[config.mk]
export PLATFORM = sky130hd
export DESIGN_NAME = rxr_ring_writer
export DESIGN_NICKNAME = d
export VERILOG_FILES = /design/src/rtl/rxr_pkg.sv /design/src/rtl/rxr_fifo.sv /design/src/rtl/rxr_desc_ring.sv /design/src/rtl/rxr_bufmem.sv /design/src/rtl/rxr_engine.sv /design/src/rtl/rxr_ring_writer.sv
export SDC_FILE = /design/constraint.sdc
export NUM_CORES = 1
export LEC_CHECK = 0
export BUFFER_PORTS_ARGS = -buffer_cell sky130_fd_sc_hd__buf_2
export CAP_MARGIN = 0
export CORE_MARGIN = 2
export CORE_UTILIZATION = 60
export DETAILED_ROUTE_END_ITERATION = 10
export GPL_TIMING_DRIVEN = 0
export PLACE_DENSITY_LB_ADDON = 0.3
export SLEW_MARGIN = 10
export SYNTH_ARGS = -nofsm -noshare
export SYNTH_HDL_FRONTEND = slang
export SYNTH_SLANG_ARGS = --single-unit
[constraint.sdc]
create_clock -name clk -period 4.2 [get_ports clk]
set_input_delay 0.84 -clock clk [delete_from_list [all_inputs] [get_ports clk]]
set_output_delay 0.84 -clock clk [all_outputs]
set_load 0.02 [all_outputs]
[src/rtl/rxr_pkg.sv]
package rxr_pkg;
   typedef enum logic [1:0] {ST_WAIT, ST_CHECK, ST_FILL} eng_state_t;

   typedef struct packed {
      logic       last;
      logic       err;
      logic [7:0] data;
   } rx_item_t;

   localparam int unsigned OWN_BIT  = 31;
   localparam int unsigned STP_BIT  = 30;
   localparam int unsigned EOP_BIT  = 29;
   localparam int unsigned EOVF_BIT = 28;
   localparam int unsigned EFRM_BIT = 27;
endpackage

[src/rtl/rxr_fifo.sv]
module rxr_fifo
   import rxr_pkg::*;
#(
   parameter  int unsigned DEPTH = 8,
   localparam int unsigned PW    = $clog2(DEPTH),
   localparam int unsigned CW    = $clog2(DEPTH + 1)
) (
   input  logic     clk,
   input  logic     rst_n,
   input  logic     push,
   input  rx_item_t din,
   input  logic     pop,
   output rx_item_t dout,
   output logic     empty,
   output logic     full,
   output logic [CW-1:0] count
);
   rx_item_t        store_q [DEPTH];
   logic [PW-1:0]   wr_ptr, rd_ptr, wr_nxt, rd_nxt;
   logic [CW-1:0]   cnt_q;
   logic            do_push, do_pop;

   assign empty   = (cnt_q == '0);
   assign full    = (cnt_q == CW'(DEPTH));
   assign count   = cnt_q;
   assign do_push = push && !full;
   assign do_pop  = pop && !empty;
   assign dout    = store_q[rd_ptr];

   generate
      if ((DEPTH & (DEPTH - 1)) == 0) begin : g_pow2
         assign wr_nxt = wr_ptr + 1'b1;
         assign rd_nxt = rd_ptr + 1'b1;
      end else begin : g_any
         assign wr_nxt = (wr_ptr == PW'(DEPTH - 1)) ? '0 : wr_ptr + 1'b1;
         assign rd_nxt = (rd_ptr == PW'(DEPTH - 1)) ? '0 : rd_ptr + 1'b1;
      end
   endgenerate

   always_ff @(posedge clk) begin
      if (!rst_n) begin
         wr_ptr <= '0;
         rd_ptr <= '0;
         cnt_q  <= '0;
      end else begin
         if (do_push) begin
            store_q[wr_ptr] <= din;
            wr_ptr          <= wr_nxt;
         end
         if (do_pop) rd_ptr <= rd_nxt;
         if (do_push && !do_pop)      cnt_q <= cnt_q + 1'b1;
         else if (do_pop && !do_push) cnt_q <= cnt_q - 1'b1;
      end
   end
endmodule

[src/rtl/rxr_desc_ring.sv]
module rxr_desc_ring
   import rxr_pkg::*;
#(
   parameter  int unsigned DEPTH  = 4,
   parameter  int unsigned MEM_AW = 6,
   parameter  int unsigned LEN_W  = 16,
   localparam int unsigned IDX_W  = $clog2(DEPTH)
) (
   input  logic              clk,
   input  logic              rst_n,
   input  logic              sw_we,
   input  logic [IDX_W-1:0]  sw_idx,
   input  logic              sw_word,
   input  logic [31:0]       sw_wdata,
   output logic [31:0]       sw_rdata,
   input  logic [IDX_W-1:0]  head_idx,
   output logic              head_own,
   output logic [MEM_AW-1:0] head_addr,
   output logic [LEN_W-1:0]  head_size,
   input  logic              cl_en,
   input  logic              cl_first,
   input  logic              cl_end,
   input  logic              cl_eovf,
   input  logic              cl_efrm,
   input  logic [LEN_W-1:0]  cl_len
);
   logic              own_q  [DEPTH];
   logic              stp_q  [DEPTH];
   logic              eop_q  [DEPTH];
   logic              eovf_q [DEPTH];
   logic              efrm_q [DEPTH];
   logic [LEN_W-1:0]  len_q  [DEPTH];
   logic [MEM_AW-1:0] addr_q [DEPTH];
   logic [LEN_W-1:0]  size_q [DEPTH];
   logic [31:0]       word0, word1;

   always_ff @(posedge clk) begin
      if (!rst_n) begin
         for (int i = 0; i < DEPTH; i++) begin
            own_q[i]  <= 1'b0;
            stp_q[i]  <= 1'b0;
            eop_q[i]  <= 1'b0;
            eovf_q[i] <= 1'b0;
            efrm_q[i] <= 1'b0;
            len_q[i]  <= '0;
            addr_q[i] <= '0;
            size_q[i] <= '0;
         end
      end else begin
         if (sw_we) begin
            if (!sw_word) begin
               own_q[sw_idx]  <= sw_wdata[OWN_BIT];
               stp_q[sw_idx]  <= 1'b0;
               eop_q[sw_idx]  <= 1'b0;
               eovf_q[sw_idx] <= 1'b0;
               efrm_q[sw_idx] <= 1'b0;
               len_q[sw_idx]  <= '0;
            end else begin
               addr_q[sw_idx] <= sw_wdata[MEM_AW-1:0];
               size_q[sw_idx] <= sw_wdata[16 +: LEN_W];
            end
         end
         if (cl_en) begin
            own_q[head_idx]  <= 1'b0;
            stp_q[head_idx]  <= cl_first;
            eop_q[head_idx]  <= cl_end;
            eovf_q[head_idx] <= cl_eovf;
            efrm_q[head_idx] <= cl_efrm;
            len_q[head_idx]  <= cl_len;
         end
      end
   end

   assign head_own  = own_q[head_idx];
   assign head_addr = addr_q[head_idx];
   assign head_size = size_q[head_idx];

   always_comb begin
      word0 = 32'(len_q[sw_idx]);
      word0[OWN_BIT]  = own_q[sw_idx];
      word0[STP_BIT]  = stp_q[sw_idx];
      word0[EOP_BIT]  = eop_q[sw_idx];
      word0[EOVF_BIT] = eovf_q[sw_idx];
      word0[EFRM_BIT] = efrm_q[sw_idx];
      word1 = (32'(size_q[sw_idx]) << 16) | 32'(addr_q[sw_idx]);
      sw_rdata = sw_word ? word1 : word0;
   end
endmodule

[src/rtl/rxr_bufmem.sv]
module rxr_bufmem #(
   parameter  int unsigned BYTES = 64,
   localparam int unsigned AW    = $clog2(BYTES)
) (
   input  logic          clk,
   input  logic          we,
   input  logic [AW-1:0] waddr,
   input  logic [7:0]    wdata,
   input  logic [AW-1:0] raddr,
   output logic [7:0]    rdata
);
   logic [7:0] mem_q [BYTES];

   always_ff @(posedge clk) begin
      if (we) mem_q[waddr] <= wdata;
   end

   assign rdata = mem_q[raddr];
endmodule

[src/rtl/rxr_engine.sv]
module rxr_engine
   import rxr_pkg::*;
#(
   parameter  int unsigned DEPTH       = 4,
   parameter  int unsigned MEM_AW      = 6,
   parameter  int unsigned LEN_W       = 16,
   parameter  int unsigned POLL_PERIOD = 16,
   localparam int unsigned IDX_W       = $clog2(DEPTH),
   localparam int unsigned TMR_W       = $clog2(POLL_PERIOD)
) (
   input  logic              clk,
   input  logic              rst_n,
   input  logic              poll,
   input  logic              drop,
   input  logic              fifo_empty,
   input  rx_item_t          fifo_item,
   output logic              fifo_pop,
   output logic [IDX_W-1:0]  idx,
   input  logic              head_own,
   input  logic [MEM_AW-1:0] head_addr,
   input  logic [LEN_W-1:0]  head_size,
   output logic              cl_en,
   output logic              cl_first,
   output logic              cl_end,
   output logic              cl_eovf,
   output logic              cl_efrm,
   output logic [LEN_W-1:0]  cl_len,
   output logic              mem_we,
   output logic [MEM_AW-1:0] mem_waddr,
   output logic [7:0]        mem_wdata,
   output logic              rbu_set
);
   eng_state_t        state_q;
   logic [TMR_W-1:0]  tmr_q;
   logic [IDX_W-1:0]  idx_q, idx_nxt;
   logic [MEM_AW-1:0] base_q;
   logic [LEN_W-1:0]  size_q, off_q, pkt_len_q;
   logic              first_q, ovf_pend_q;
   logic              close_now;

   assign idx       = idx_q;
   assign idx_nxt   = (idx_q == IDX_W'(DEPTH - 1)) ? '0 : idx_q + 1'b1;
   assign fifo_pop  = (state_q == ST_FILL) && !fifo_empty;
   assign close_now = fifo_item.last ||
                      (({1'b0, off_q} + 1'b1) >= {1'b0, size_q});
   assign cl_en     = fifo_pop && close_now;
   assign cl_first  = first_q;
   assign cl_end    = fifo_item.last;
   assign cl_eovf   = fifo_item.last && ovf_pend_q;
   assign cl_efrm   = fifo_item.last && fifo_item.err;
   assign cl_len    = fifo_item.last ? pkt_len_q + 1'b1 : '0;
   assign mem_we    = fifo_pop;
   assign mem_waddr = base_q + off_q[MEM_AW-1:0];
   assign mem_wdata = fifo_item.data;
   assign rbu_set   = (state_q == ST_WAIT) && !fifo_empty;

   always_ff @(posedge clk) begin
      if (!rst_n) begin
         state_q    <= ST_WAIT;
         tmr_q      <= '0;
         idx_q      <= '0;
         base_q     <= '0;
         size_q     <= '0;
         off_q      <= '0;
         pkt_len_q  <= '0;
         first_q    <= 1'b1;
         ovf_pend_q <= 1'b0;
      end else begin
         if (drop)                          ovf_pend_q <= 1'b1;
         else if (cl_en && fifo_item.last)  ovf_pend_q <= 1'b0;

         unique case (state_q)
            ST_WAIT: begin
               if (poll || tmr_q == TMR_W'(POLL_PERIOD - 1)) begin
                  state_q <= ST_CHECK;
                  tmr_q   <= '0;
               end else begin
                  tmr_q   <= tmr_q + 1'b1;
               end
            end
            ST_CHECK: begin
               if (head_own) begin
                  state_q <= ST_FILL;
                  base_q  <= head_addr;
                  size_q  <= head_size;
                  off_q   <= '0;
               end else begin
                  state_q <= ST_WAIT;
                  tmr_q   <= '0;
               end
            end
            ST_FILL: begin
               if (fifo_pop) begin
                  if (close_now) begin
                     state_q <= ST_CHECK;
                     idx_q   <= idx_nxt;
                     off_q   <= '0;
                     if (fifo_item.last) begin
                        pkt_len_q <= '0;
                        first_q   <= 1'b1;
                     end else begin
                        pkt_len_q <= pkt_len_q + 1'b1;
                        first_q   <= 1'b0;
                     end
                  end else begin
                     off_q     <= off_q + 1'b1;
                     pkt_len_q <= pkt_len_q + 1'b1;
                  end
               end
            end
            default: state_q <= ST_WAIT;
         endcase
      end
   end
endmodule

[src/rtl/rxr_ring_writer.sv]
module rxr_ring_writer
   import rxr_pkg::*;
#(
   parameter  int unsigned RING_DEPTH  = 4,
   parameter  int unsigned MEM_BYTES   = 64,
   parameter  int unsigned FIFO_DEPTH  = 8,
   parameter  int unsigned POLL_PERIOD = 16,
   parameter  int unsigned LEN_W       = 16,
   localparam int unsigned IDX_W       = $clog2(RING_DEPTH),
   localparam int unsigned MEM_AW      = $clog2(MEM_BYTES),
   localparam int unsigned SEL_W       = (IDX_W + 1 > MEM_AW) ? IDX_W + 1 : MEM_AW,
   localparam int unsigned REG_AW      = SEL_W + 1,
   localparam int unsigned FCW         = $clog2(FIFO_DEPTH + 1)
) (
   input  logic              clk,
   input  logic              rst_n,
   input  logic              in_valid,
   input  logic [7:0]        in_data,
   input  logic              in_last,
   input  logic              in_err,
   input  logic              poll,
   input  logic              reg_wr,
   input  logic [REG_AW-1:0] reg_addr,
   input  logic [31:0]       reg_wdata,
   output logic [31:0]       reg_rdata,
   output logic              rbu_flag,
   input  logic              rbu_clr,
   output logic              ovf_flag,
   input  logic              ovf_clr
);
   generate
      if (RING_DEPTH < 2)                       begin : g_chk_ring  $error("RING_DEPTH must be at least 2"); end
      if ((MEM_BYTES & (MEM_BYTES - 1)) != 0)   begin : g_chk_mem   $error("MEM_BYTES must be a power of two"); end
      if (MEM_AW > 16 || LEN_W > 16)            begin : g_chk_field $error("address and length fields are limited to 16 bits"); end
      if (LEN_W < MEM_AW)                       begin : g_chk_len   $error("LEN_W must cover the buffer address width"); end
      if (FIFO_DEPTH < 2)                       begin : g_chk_fifo  $error("FIFO_DEPTH must be at least 2"); end
      if (POLL_PERIOD < 2)                      begin : g_chk_poll  $error("POLL_PERIOD must be at least 2"); end
   endgenerate

   rx_item_t          f_din, f_dout;
   logic              f_empty, f_full, f_pop;
   logic [FCW-1:0]    f_count;
   logic              drop;
   logic [IDX_W-1:0]  idx;
   logic              head_own;
   logic [MEM_AW-1:0] head_addr;
   logic [LEN_W-1:0]  head_size;
   logic              cl_en, cl_first, cl_end, cl_eovf, cl_efrm;
   logic [LEN_W-1:0]  cl_len;
   logic              mem_we;
   logic [MEM_AW-1:0] mem_waddr;
   logic [7:0]        mem_wdata, mem_rdata;
   logic              rbu_set;
   logic              is_buf, sw_we;
   logic [31:0]       desc_rdata;
   logic              rbu_q, ovf_q;
   logic              unused_addr;

   assign f_din       = '{last: in_last, err: in_err, data: in_data};
   assign drop        = in_valid && f_full;
   assign is_buf      = reg_addr[REG_AW-1];
   assign sw_we       = reg_wr && !is_buf;
   assign reg_rdata   = is_buf ? {24'd0, mem_rdata} : desc_rdata;
   assign unused_addr = ^reg_addr;

   rxr_fifo #(.DEPTH(FIFO_DEPTH)) u_fifo (
      .clk(clk), .rst_n(rst_n), .push(in_valid), .din(f_din), .pop(f_pop),
      .dout(f_dout), .empty(f_empty), .full(f_full), .count(f_count)
   );

   rxr_desc_ring #(.DEPTH(RING_DEPTH), .MEM_AW(MEM_AW), .LEN_W(LEN_W)) u_ring (
      .clk(clk), .rst_n(rst_n),
      .sw_we(sw_we), .sw_idx(reg_addr[IDX_W:1]), .sw_word(reg_addr[0]),
      .sw_wdata(reg_wdata), .sw_rdata(desc_rdata),
      .head_idx(idx), .head_own(head_own), .head_addr(head_addr), .head_size(head_size),
      .cl_en(cl_en), .cl_first(cl_first), .cl_end(cl_end), .cl_eovf(cl_eovf),
      .cl_efrm(cl_efrm), .cl_len(cl_len)
   );

   rxr_bufmem #(.BYTES(MEM_BYTES)) u_mem (
      .clk(clk), .we(mem_we), .waddr(mem_waddr), .wdata(mem_wdata),
      .raddr(reg_addr[MEM_AW-1:0]), .rdata(mem_rdata)
   );

   rxr_engine #(.DEPTH(RING_DEPTH), .MEM_AW(MEM_AW), .LEN_W(LEN_W),
                .POLL_PERIOD(POLL_PERIOD)) u_eng (
      .clk(clk), .rst_n(rst_n), .poll(poll), .drop(drop),
      .fifo_empty(f_empty), .fifo_item(f_dout), .fifo_pop(f_pop), .idx(idx),
      .head_own(head_own), .head_addr(head_addr), .head_size(head_size),
      .cl_en(cl_en), .cl_first(cl_first), .cl_end(cl_end), .cl_eovf(cl_eovf),
      .cl_efrm(cl_efrm), .cl_len(cl_len),
      .mem_we(mem_we), .mem_waddr(mem_waddr), .mem_wdata(mem_wdata),
      .rbu_set(rbu_set)
   );

   always_ff @(posedge clk) begin
      if (!rst_n) begin
         rbu_q <= 1'b0;
         ovf_q <= 1'b0;
      end else begin
         if (rbu_set)      rbu_q <= 1'b1;
         else if (rbu_clr) rbu_q <= 1'b0;
         if (drop)         ovf_q <= 1'b1;
         else if (ovf_clr) ovf_q <= 1'b0;
      end
   end

   assign rbu_flag = rbu_q;
   assign ovf_flag = ovf_q;
endmodule

==> run summary, run 1 <==
Setup repair after global routing left no endpoint under its margin. Post-layout net count: 2,435. After floorplanning, the core was sized to cover 0.0589 mm². The run gives 0.0357 mm² as the area of the mapped netlist. The clock net in this run drives a total of 845 sinks.

Counting every net in the synthesized netlist gives 2,258. Setup violations remaining at the end of the flow were counted as 2. The maximum fanout along the worst path works out to 10. Post-route fraction of the period consumed by the critical path: 101%.

The tightest hold path in the finished design has a slack of 0.459 ns. The critical path required time was 3.36 ns; the delay contributed by the slowest stage of the critical path was 0.49 ns. The logs give 0 for the count of endpoints failing hold in the final timing report and 0.0135 µW for the leakage dissipation. The pin count of the biggest net entering global routing came out at 65.

The tools report the worst setup path endpoint as reg_rdata[6]. Across all layers, the routed design uses 21,400 vias. The routed metal-1 wirelength is 33,800 µm, and the proportion of synthesized flip-flops having asynchronous set or reset is 0%.

The number of remaining DRC errors is 0. At the worst endpoint, the arrival time is 3.40 ns. The worst setup path is of the input port to primary output kind. Clock-pin slew was measured on the worst setup and hold paths at 0.06 ns. The synthesized design contains 748 enable-type register cells. The growth of design area from synthesis to finish was 12.2%. After filler insertion, the fill cell instance count of the layout stands at 3,685.

In the global route stage, overall resource usage came out at 31.0%. Number of placement rows: 89. The run finished, with violations left.

The met2 wire length was 44,500 µm; the transition time of the tightest slew-check pin was 1.17 ns. The tree is rooted in a clkbuf_16. In this run the worst hold path is classified as register to register. The critical path crosses 9 cells after its start point.

Signal routing reaches up to met5. Sequential fraction of the synthesis area: 68.3%. Counting cells, the worst reg-to-reg path comes to 13.

The tools report the headroom to the max-slew limit as 21.7%. The floorplan die height was 248 µm. Remaining global-route overflow: 0. The final reports fail on setup timing. The first global-routing pass estimated 135,000 µm of wire.

Count of pins over their slew limit: 0. The die covers 0.0615 mm². For the finished layout, the period the worst path requires is 4.24 ns. For this block, the initial DRC count from the detailed router was 3,052.

The final worst slack is -0.0385 ns, and the amount of wire on met3 after detailed routing is 11,600 µm. The initial antenna violation count is 11. Max-cap violations in this run came to 0.

STA classifies the critical path startpoint as an input port. In this design, the largest share of critical-path delay is due to buffers and inverters. Summed over its instances, the top area cell type makes up 62.9% of the synthesized netlist area. A synthesized cell averages 16.5 µm². After synthesis the netlist holds a flip-flop and latch count of 845.

After detailed routing, the number of vias per cell comes to 6.71. The effective utilization at floorplan is 60.6%. The worst register-to-register path ends at u_ring.len_q[1][12]. The number of ports placed on the die boundary was 90.

The later pin in the worst-skew pair is clocked with a latency of 0.63 ns. The critical-path cell with the highest stage delay was mux2i_1. In this run the critical register-to-register path is launched from u_eng.off_q[5]. In this run, distinct cell masters in the synthesized netlist total 74. From left edge to right edge, the die measures 248 µm. Warning count from the yosys run: 0.

The critical path goes through buf_2, buf_2, clkbuf_4, buf_2, mux2i_1, a21oi_1, o211ai_1, nand3_1, buf_2. The buffers plus inverters on the worst setup path came out at 5. After routing, the total negative slack on setup checks comes to -0.0423 ns. By area the synthesized netlist is led by edfxtp_1 63%, mux4_2 13%, dfxtp_1 5.4%, nor2_1 2.2%, mux2i_1 2.0%. The number of buffers added on ports came out at 74. The number of CTS-inserted buffers is 82, and the layout cell share with drive strength beyond 1 is 22.3%.

Summed over all nets, the half-perimeter wirelength after detailed placement is 60,800 µm. Critical path's most frequent cell: buf_2. The most area-hungry cell type in the Yosys netlist is edfxtp_1. In this run the remaining antenna-violating nets after routing total 0. Across the VDD grid, the largest voltage drop is 0.521 mV.

The endpoint type of the worst setup path was a primary output. Register-to-register path setup slack: 0.27 ns. The commonest cells after synthesis are 748 x edfxtp_1, 208 x nor2_1, 199 x mux4_2. Number of instances in the synthesized netlist: 2,167.

The dominant register cell in the synthesized netlist is edfxtp_1. The average wire length per cell after detail routing is 29.6 µm. TritonCTS built the clock tree.

The most common cell in the synthesized netlist is edfxtp_1. Number of buffers on the longest clock path: 3. The final layout contains routed wiring with a total length of 94,400 µm.

The pre-antenna-repair detailed-routing pass consisted of 6 iterations. For the number of global-route vias before repair, the log shows 20,800. Weighted congestion at the end of routability-driven global placement: 0.963. For the largest clock skew in the final design, the log shows 0.0237 ns. The run gives 236 MHz as the fmax.

The most critical setup path has its startpoint at reg_addr[2]. The clock tree synthesis step divided the H-tree into 3 levels. Power spread over the standard cell area amounts to 440 mW/mm².
-- stage by stage --
step / worst slack (ns) / power, µW / std cells / instance area (µm²) / utilization (%)
floorplan: 0.368 / 10200 / 2167 / 35700 / -
global placement: -1.54 / 10600 / 3014 / 37100 / 62.9
detailed placement: -0.638 / 10700 / 3016 / 37100 / 63.0
CTS: 0.00168 / 17600 / 3163 / 39800 / 67.6
global route: 0.00552 / 18000 / 3184 / 40100 / 68.0
finish: -0.0385 / 17600 / 3189 / 40100 / 68.0
-- tightest hold or removal path: stages, from the launching register on --
cell     delay (ns)
dfxtp_1        0.31
nand2_1        0.05
a21oi_1        0.05
-- where the power goes --
part | internal, µW | switching, µW | total, µW | leakage [µW]
registers | 9310 | 63.7 | 9370 | 0.00765
logic | 407 | 768 | 1170 | 0.00458
clock network | 4010 | 3070 | 7080 | 0.00126
total | 13700 | 3900 | 17600 | 0.0135
-- how the worst min path moves through the flow --
stage                           startpoint          endpoint  slack (ns)  depth (start not counted)
after floorplan           u_ring.efrm_q[1]  u_ring.efrm_q[1]        0.43                          2
after global placement    u_ring.efrm_q[1]  u_ring.efrm_q[1]        0.44                          2
after detailed placement   u_eng.size_q[1]   u_eng.size_q[1]        0.45                          2
after CTS                  u_ring.stp_q[2]   u_ring.stp_q[2]        0.46                          2
after global routing       u_ring.stp_q[2]   u_ring.stp_q[2]        0.47                          2
final                      u_eng.size_q[5]   u_eng.size_q[5]        0.46                          2
-- area by class of cell --
type / count / area [µm²] / share of cell area (%)
flip-flops and latches: 845 / 24400 / 60.9
clock buffers: 112 / 2290 / 5.72
multi-input cells: 1180 / 10800 / 26.9
well taps: 773 / 967 / 2.41
inverters: 31 / 120 / 0.300
plain buffers: 115 / 734 / 1.83
repair buffers: 89 / 487 / 1.21
clock inverters: 35 / 260 / 0.649
diodes: 9 / 22.5 / 0.0562
-- cells by family after synthesis --
| logic type | after synthesis | share of synthesized area [%] |
|---|---|---|
| DFF | 845 | 68.3 |
| muxes | 287 | 15.4 |
| AOI/OAI and AO/OA | 187 | 3.43 |
| xor gates and xnor gates | 34 | 0.834 |
| buffers and inverters | 146 | 2.21 |
| adders and majority gates | 35 | 1.27 |
| and+or+nand+nor | 633 | 8.57 |
-- registers in the layout (all words and copies together) (netlist names), 2 cells and up, named ones only --
| signal | flops |
|---|---|
| u_eng.base_q | 6 |
| u_eng.idx | 2 |
| u_eng.off_q | 16 |
| u_eng.pkt_len_q | 16 |
| u_eng.size_q | 16 |
| u_eng.state_q | 2 |
| u_eng.tmr_q | 4 |
| u_fifo.count | 4 |
| u_fifo.rd_ptr | 3 |
| u_fifo.store_q | 80 |
| u_fifo.wr_ptr | 3 |
| u_mem.mem_q | 512 |
| u_ring.addr_q | 24 |
| u_ring.efrm_q | 4 |
| u_ring.eop_q | 4 |
| u_ring.eovf_q | 4 |
| u_ring.len_q | 64 |
| u_ring.own_q | 4 |
| u_ring.size_q | 64 |
| u_ring.stp_q | 4 |
-- layout by cell type (no fill, tap or decap), types with 36 or more instances in the layout --
cell       count
buf_2         98
dfxtp_1       95
nand2_1      151
clkbuf_1      64
a21oi_1       55
mux2i_1       70
edfxtp_1     748
nor2_1       207
mux4_2       199
nand3_1       36
clkbuf_16     86
and2_1        96
-- timing repair --
item	CTS	global route
endpoints found under the setup margin	100	75
gates cloned	0	4
buffers inserted	0	13
endpoints found under the hold margin	0	0
pin swaps	0	5
resized for setup	42	23
hold buffers	0	0
-- metal layers --
metal  track usage [%]  vias to the layer above
met4              14.0                        2
met5                 0                        -
met3              7.24                      298
li1                  -                     8830
met1              42.0                    10800
met2              48.3                     1484
Power figures use the tool's default switching activity.
==> run 2: changes to the inputs <==
Settings changed: ABC_CLOCK_PERIOD_IN_PS set to 4200, HOLD_SLACK_MARGIN set to 0.15, SYNTH_HIERARCHICAL set to 1.
==> run 2 against run 1 <==
  * The run still ends with setup timing left
  * Clock skew is 0.0015 ns lower
  * Routed wire length is 6.5% lower
  * Power is 2.1% higher
  * Final area is 3.1% higher
  * Highest routed layer is now met4
  * Largest power group unchanged
  * Via count is 1.2% lower
  * Clock power is 3.4% higher
  * Setup slack better by 0.033 ns
  * Register-to-register slack worse by 0.06 ns
  * Synthesized cell count is 2.1% higher
==> run summary, run 2 <==
Weighted congestion at the end of routability-driven global placement: 0.906. In the final routed layout, each cell accounts on average for 27.2 µm. The worst setup path category was input port to primary output. Max-cap violations in this run came to 0. Counting instances, the worst hold path has a depth of 2. The floorplan step defined a die boundary enclosing 0.0627 mm². The routed wire length came out at 88,300 µm. The routed design uses 7710 µm of met3 wire. The post-route fraction of the period consumed by the critical path works out to 100%. The tools report the starting DRC count in detailed routing as 2,274. For the finished layout, the period the worst path requires is 4.21 ns. The highest layer used for signal routing is met4. The run gives 1 as the setup-violating endpoint count in the final report. The tools report the remaining global-route overflow as 0.

In this run the worst hold path is classified as register to register. The clock-pin slew on the worst setup and hold paths works out to 0.06 ns. The number of flip-flops under the largest register name works out to 512.

After synthesis, the netlist uses 80 different library cells. The net switching power figure is 3950 µW, and the transition time of the tightest slew-check pin is 1.17 ns. In this run the most critical hold path is launched from u_ring/eop_q[1]. The final reports fail on setup timing. Yosys mapped a number of flops with a built-in enable equal to 748. The first global-routing pass estimated 132,000 µm of wire.

The tools report the leakage dissipation as 0.0139 µW. The logs give 90 for the number of placement rows and 58,000 µm for the HPWL after detailed placement. The routed via count divided by cell count was 6.51; the number of buffers on the longest clock path was 3.

The run gives 14,000 µW as the cell-internal power. In the final layout, the registers with the most flip-flops are u_mem/mem_q: 512 flops, u_fifo/store_q: 80 flops. The run gives 0.0601 mm² as the placeable core area. TritonCTS built the clock tree. The share of total power dissipated in sequential elements is 52.1%. Setup repair after global routing could not meet its margin everywhere.

The tools report the headroom to the max-slew limit as 21.8%. STA puts the critical path data required time at 3.36 ns. The layout cell share with drive strength beyond 1 came out at 25.6%.

In this run the clock root is driven by a clkbuf_16. For this design, the sink count on the clock tree is 843. Port buffering added 76 buffers. The endpoint identified for the worst register-to-register timing path is u_ring/len_q[3][8]. The logs give 3.37 ns for the signal arrival time at the worst endpoint and 33,200 µm for the routed metal-1 wirelength. Summed over its instances, the top area cell type makes up 61.7% of the synthesized netlist area. The library cell used most frequently in the layout, excluding fill and tap cells, is edfxtp_1. In this run, synthesis produced a sequential element count of 843.

The maximum fanout along the worst path came out at 10. The library cells used most frequently in the layout, excluding fill and tap cells, are 748 x edfxtp_1, 204 x mux4_2, 190 x and2_1. The number of cell instances on the worst register-to-register path came out at 16. The floorplan die height is 250 µm, and the register-to-register path setup slack is 0.21 ns. The met2 wire length came out at 43,700 µm. Counting instances in the post-synthesis netlist gives the leading cell types as 748 x edfxtp_1, 204 x mux4_2, 190 x and2_1. The logs give 7.1% for the relative contribution of combinational cells to total power and 8 for the first-pass iteration count of the detailed router. The count of endpoints failing hold in the final timing report is 0. The count of pins over their slew limit was 0.

For this run, design rule violations remaining after detail routing come to 0. Counting flops per register, the top entry is u_mem/mem_q. The warning count from the yosys run was 6.

Fill cells in the final layout number 3,859. For this run, the total global-route usage over all layers was measured as 28.6%. For the number of CTS-inserted buffers, the log shows 83.

In this run the cell area of the synthesized design comes to 0.0364 mm². The sequential fraction of the synthesis area is 66.9%, and the switching share of power is 22.0%. The worst-case hold path end point is u_ring/eop_q[1]. The tightest hold path in the finished design has a slack of 0.448 ns. The tools report the worst voltage drop across the vdd grid as 0.351 mV. The tools report the endpoint type of the worst setup path as a primary output. The number of nets handed over by synthesis was 2,300.

The logs give 65 for the pin count of the biggest net entering global routing and 1 for the initial antenna violation count. The clock network fraction of total power was 40.7%; the width of the chip was 250 µm. Timing would allow up to 238 MHz. The largest clock skew in the final design is 0.0222 ns, and the number of hold buffers added after cts is 0.

The number of global-route vias before repair was 21,400. Synthesis produced 2,212 cells. For the remaining number of nets flagged by the antenna check after routing, the log shows 0. The dominant register cell in the synthesized netlist is edfxtp_1. Of all cell types, the one taking the most synthesized area is edfxtp_1. The post-synthesis average cell area was 16.5 µm²; the proportion of synthesized flip-flops having asynchronous set or reset was 0%.

In this run the count of I/O pins placed on the die edge is 90. edfxtp_1 is the most common cell in the netlist. The later pin in the worst-skew pair is clocked with a latency of 0.64 ns.

The tools report the final core area utilization as 68.7%. The worst register-to-register path begins at u_eng/off_q[0]. The effective utilization at floorplan was 60.6%; the post-layout net count was 2,479. The critical path startpoint category is an input port. The flow ran to the end, but the final reports show violations.

Dividing total power by cell area gives a power density of 435 mW/mm². In the post-synthesis netlist, the biggest area contributors are edfxtp_1 62%, mux4_2 13%, dfxtp_1 5.2%, and2_1 3.3%, nor2_1 1.3%. Detailed routing inserted a total of 21,100 vias.

The H-tree was split into 3 levels. The final worst slack was -0.00567 ns; the growth of design area from synthesis to finish was 13.5%.
-- run 2: changes by cell type after synthesis, sizes merged, moves of 8 or more --
cell,delta
a21oi,-9
o2bb2ai,+10
buf,+8
clkbuf,+13
and2,+94
nor2,-79
nor2b,+40
mux2i,-39
and3,-25
mux2,+28
nand2,-26
-- run 2: worst max-delay path by stage --
stage / from / to / slack [ns] / cells after the start
after floorplan: u_eng/off_q[0] / u_ring/efrm_q[3] / 0.25 / 15
after global placement: u_eng/off_q[0] / u_ring/len_q[3][8] / -1.02 / 15
after detailed placement: u_eng/off_q[0] / u_ring/len_q[3][8] / -1.19 / 15
after CTS: reg_addr[4] / reg_rdata[1] / 0.002 / 9
after global routing: reg_addr[0] / reg_rdata[0] / -0.02 / 12
final: reg_addr[4] / reg_rdata[1] / -0.006 / 9
-- run 2: stage by stage --
| step | setup slack [ns] | cell area [µm²] | power, µW | std cells | setup TNS (ns) |
|---|---|---|---|---|---|
| 2_1_floorplan | 0.247 | 36400 | 10300 | 2212 | 0 |
| 3_3_place_gp | -1.02 | 37800 | 10700 | 3070 | -121.57 |
| 3_5_place_dp | -1.19 | 37900 | 10700 | 3078 | -76.43 |
| 4_1_cts | 0.00250 | 41100 | 18000 | 3239 | 0 |
| 5_1_grt | -0.0154 | 41300 | 18500 | 3242 | -0.0289 |
| 6_report | -0.00567 | 41300 | 18000 | 3243 | -0.00567 |
-- run 2: cells by family after synthesis --
group / Yosys count / share of synthesized area, %
xor gates and xnor gates: 39 / 0.938
AOI/OAI and AO/OA: 191 / 3.57
and+or+nand+nor: 652 / 9.54
buffers and inverters: 173 / 2.60
adders and majority gates: 32 / 1.14
DFF: 843 / 66.9
muxes: 282 / 15.3
-- run 2: final cells by class --
| type | count | area, µm² | share of cell area (%) |
|---|---|---|---|
| flip-flops and latches | 843 | 24400 | 59.0 |
| plain buffers | 134 | 967 | 2.34 |
| clock buffers | 116 | 2350 | 5.70 |
| well taps | 782 | 978 | 2.37 |
| diodes | 1 | 2.50 | 0.00605 |
| multi-input cells | 1197 | 11600 | 28.0 |
| repair buffers | 95 | 602 | 1.46 |
| clock inverters | 38 | 352 | 0.851 |
| inverters | 37 | 139 | 0.336 |
-- run 2: worst max-delay path: stages --
cell and delay [ns]:
buf_2 0.26, clkbuf_2 0.40, clkbuf_2 0.39, clkbuf_1 0.41
o2111ai_1 0.25, nand2_1 0.15, o2bb2ai_2 0.13, mux2_2 0.33
buf_2 0.17
-- run 2: repair_timing --
item / in CTS / in global routing
gates resized for setup: 103 / 40
pin swaps: 3 / 6
gates cloned: 1 / 0
setup endpoints to repair: 155 / 146
setup buffers: 6 / 5
-- run 2: power by group through the flow --
stage | registers, µW | logic (µW) | clock network (µW)
CTS | 9370 | 1250 | 7410
global route | 9380 | 1350 | 7740
detailed placement | 9550 | 1180 | 0
global placement | 9540 | 1130 | 0
finish | 9380 | 1280 | 7320
floorplan | 9530 | 738 | 0
-- run 2: metal layers --
metal  global-route usage (%)  up-vias
met4                     12.0        0
met2                     47.6     1161
met5                        0        -
li1                         -     8951
met3                     4.83      219
met1                     37.8    10800
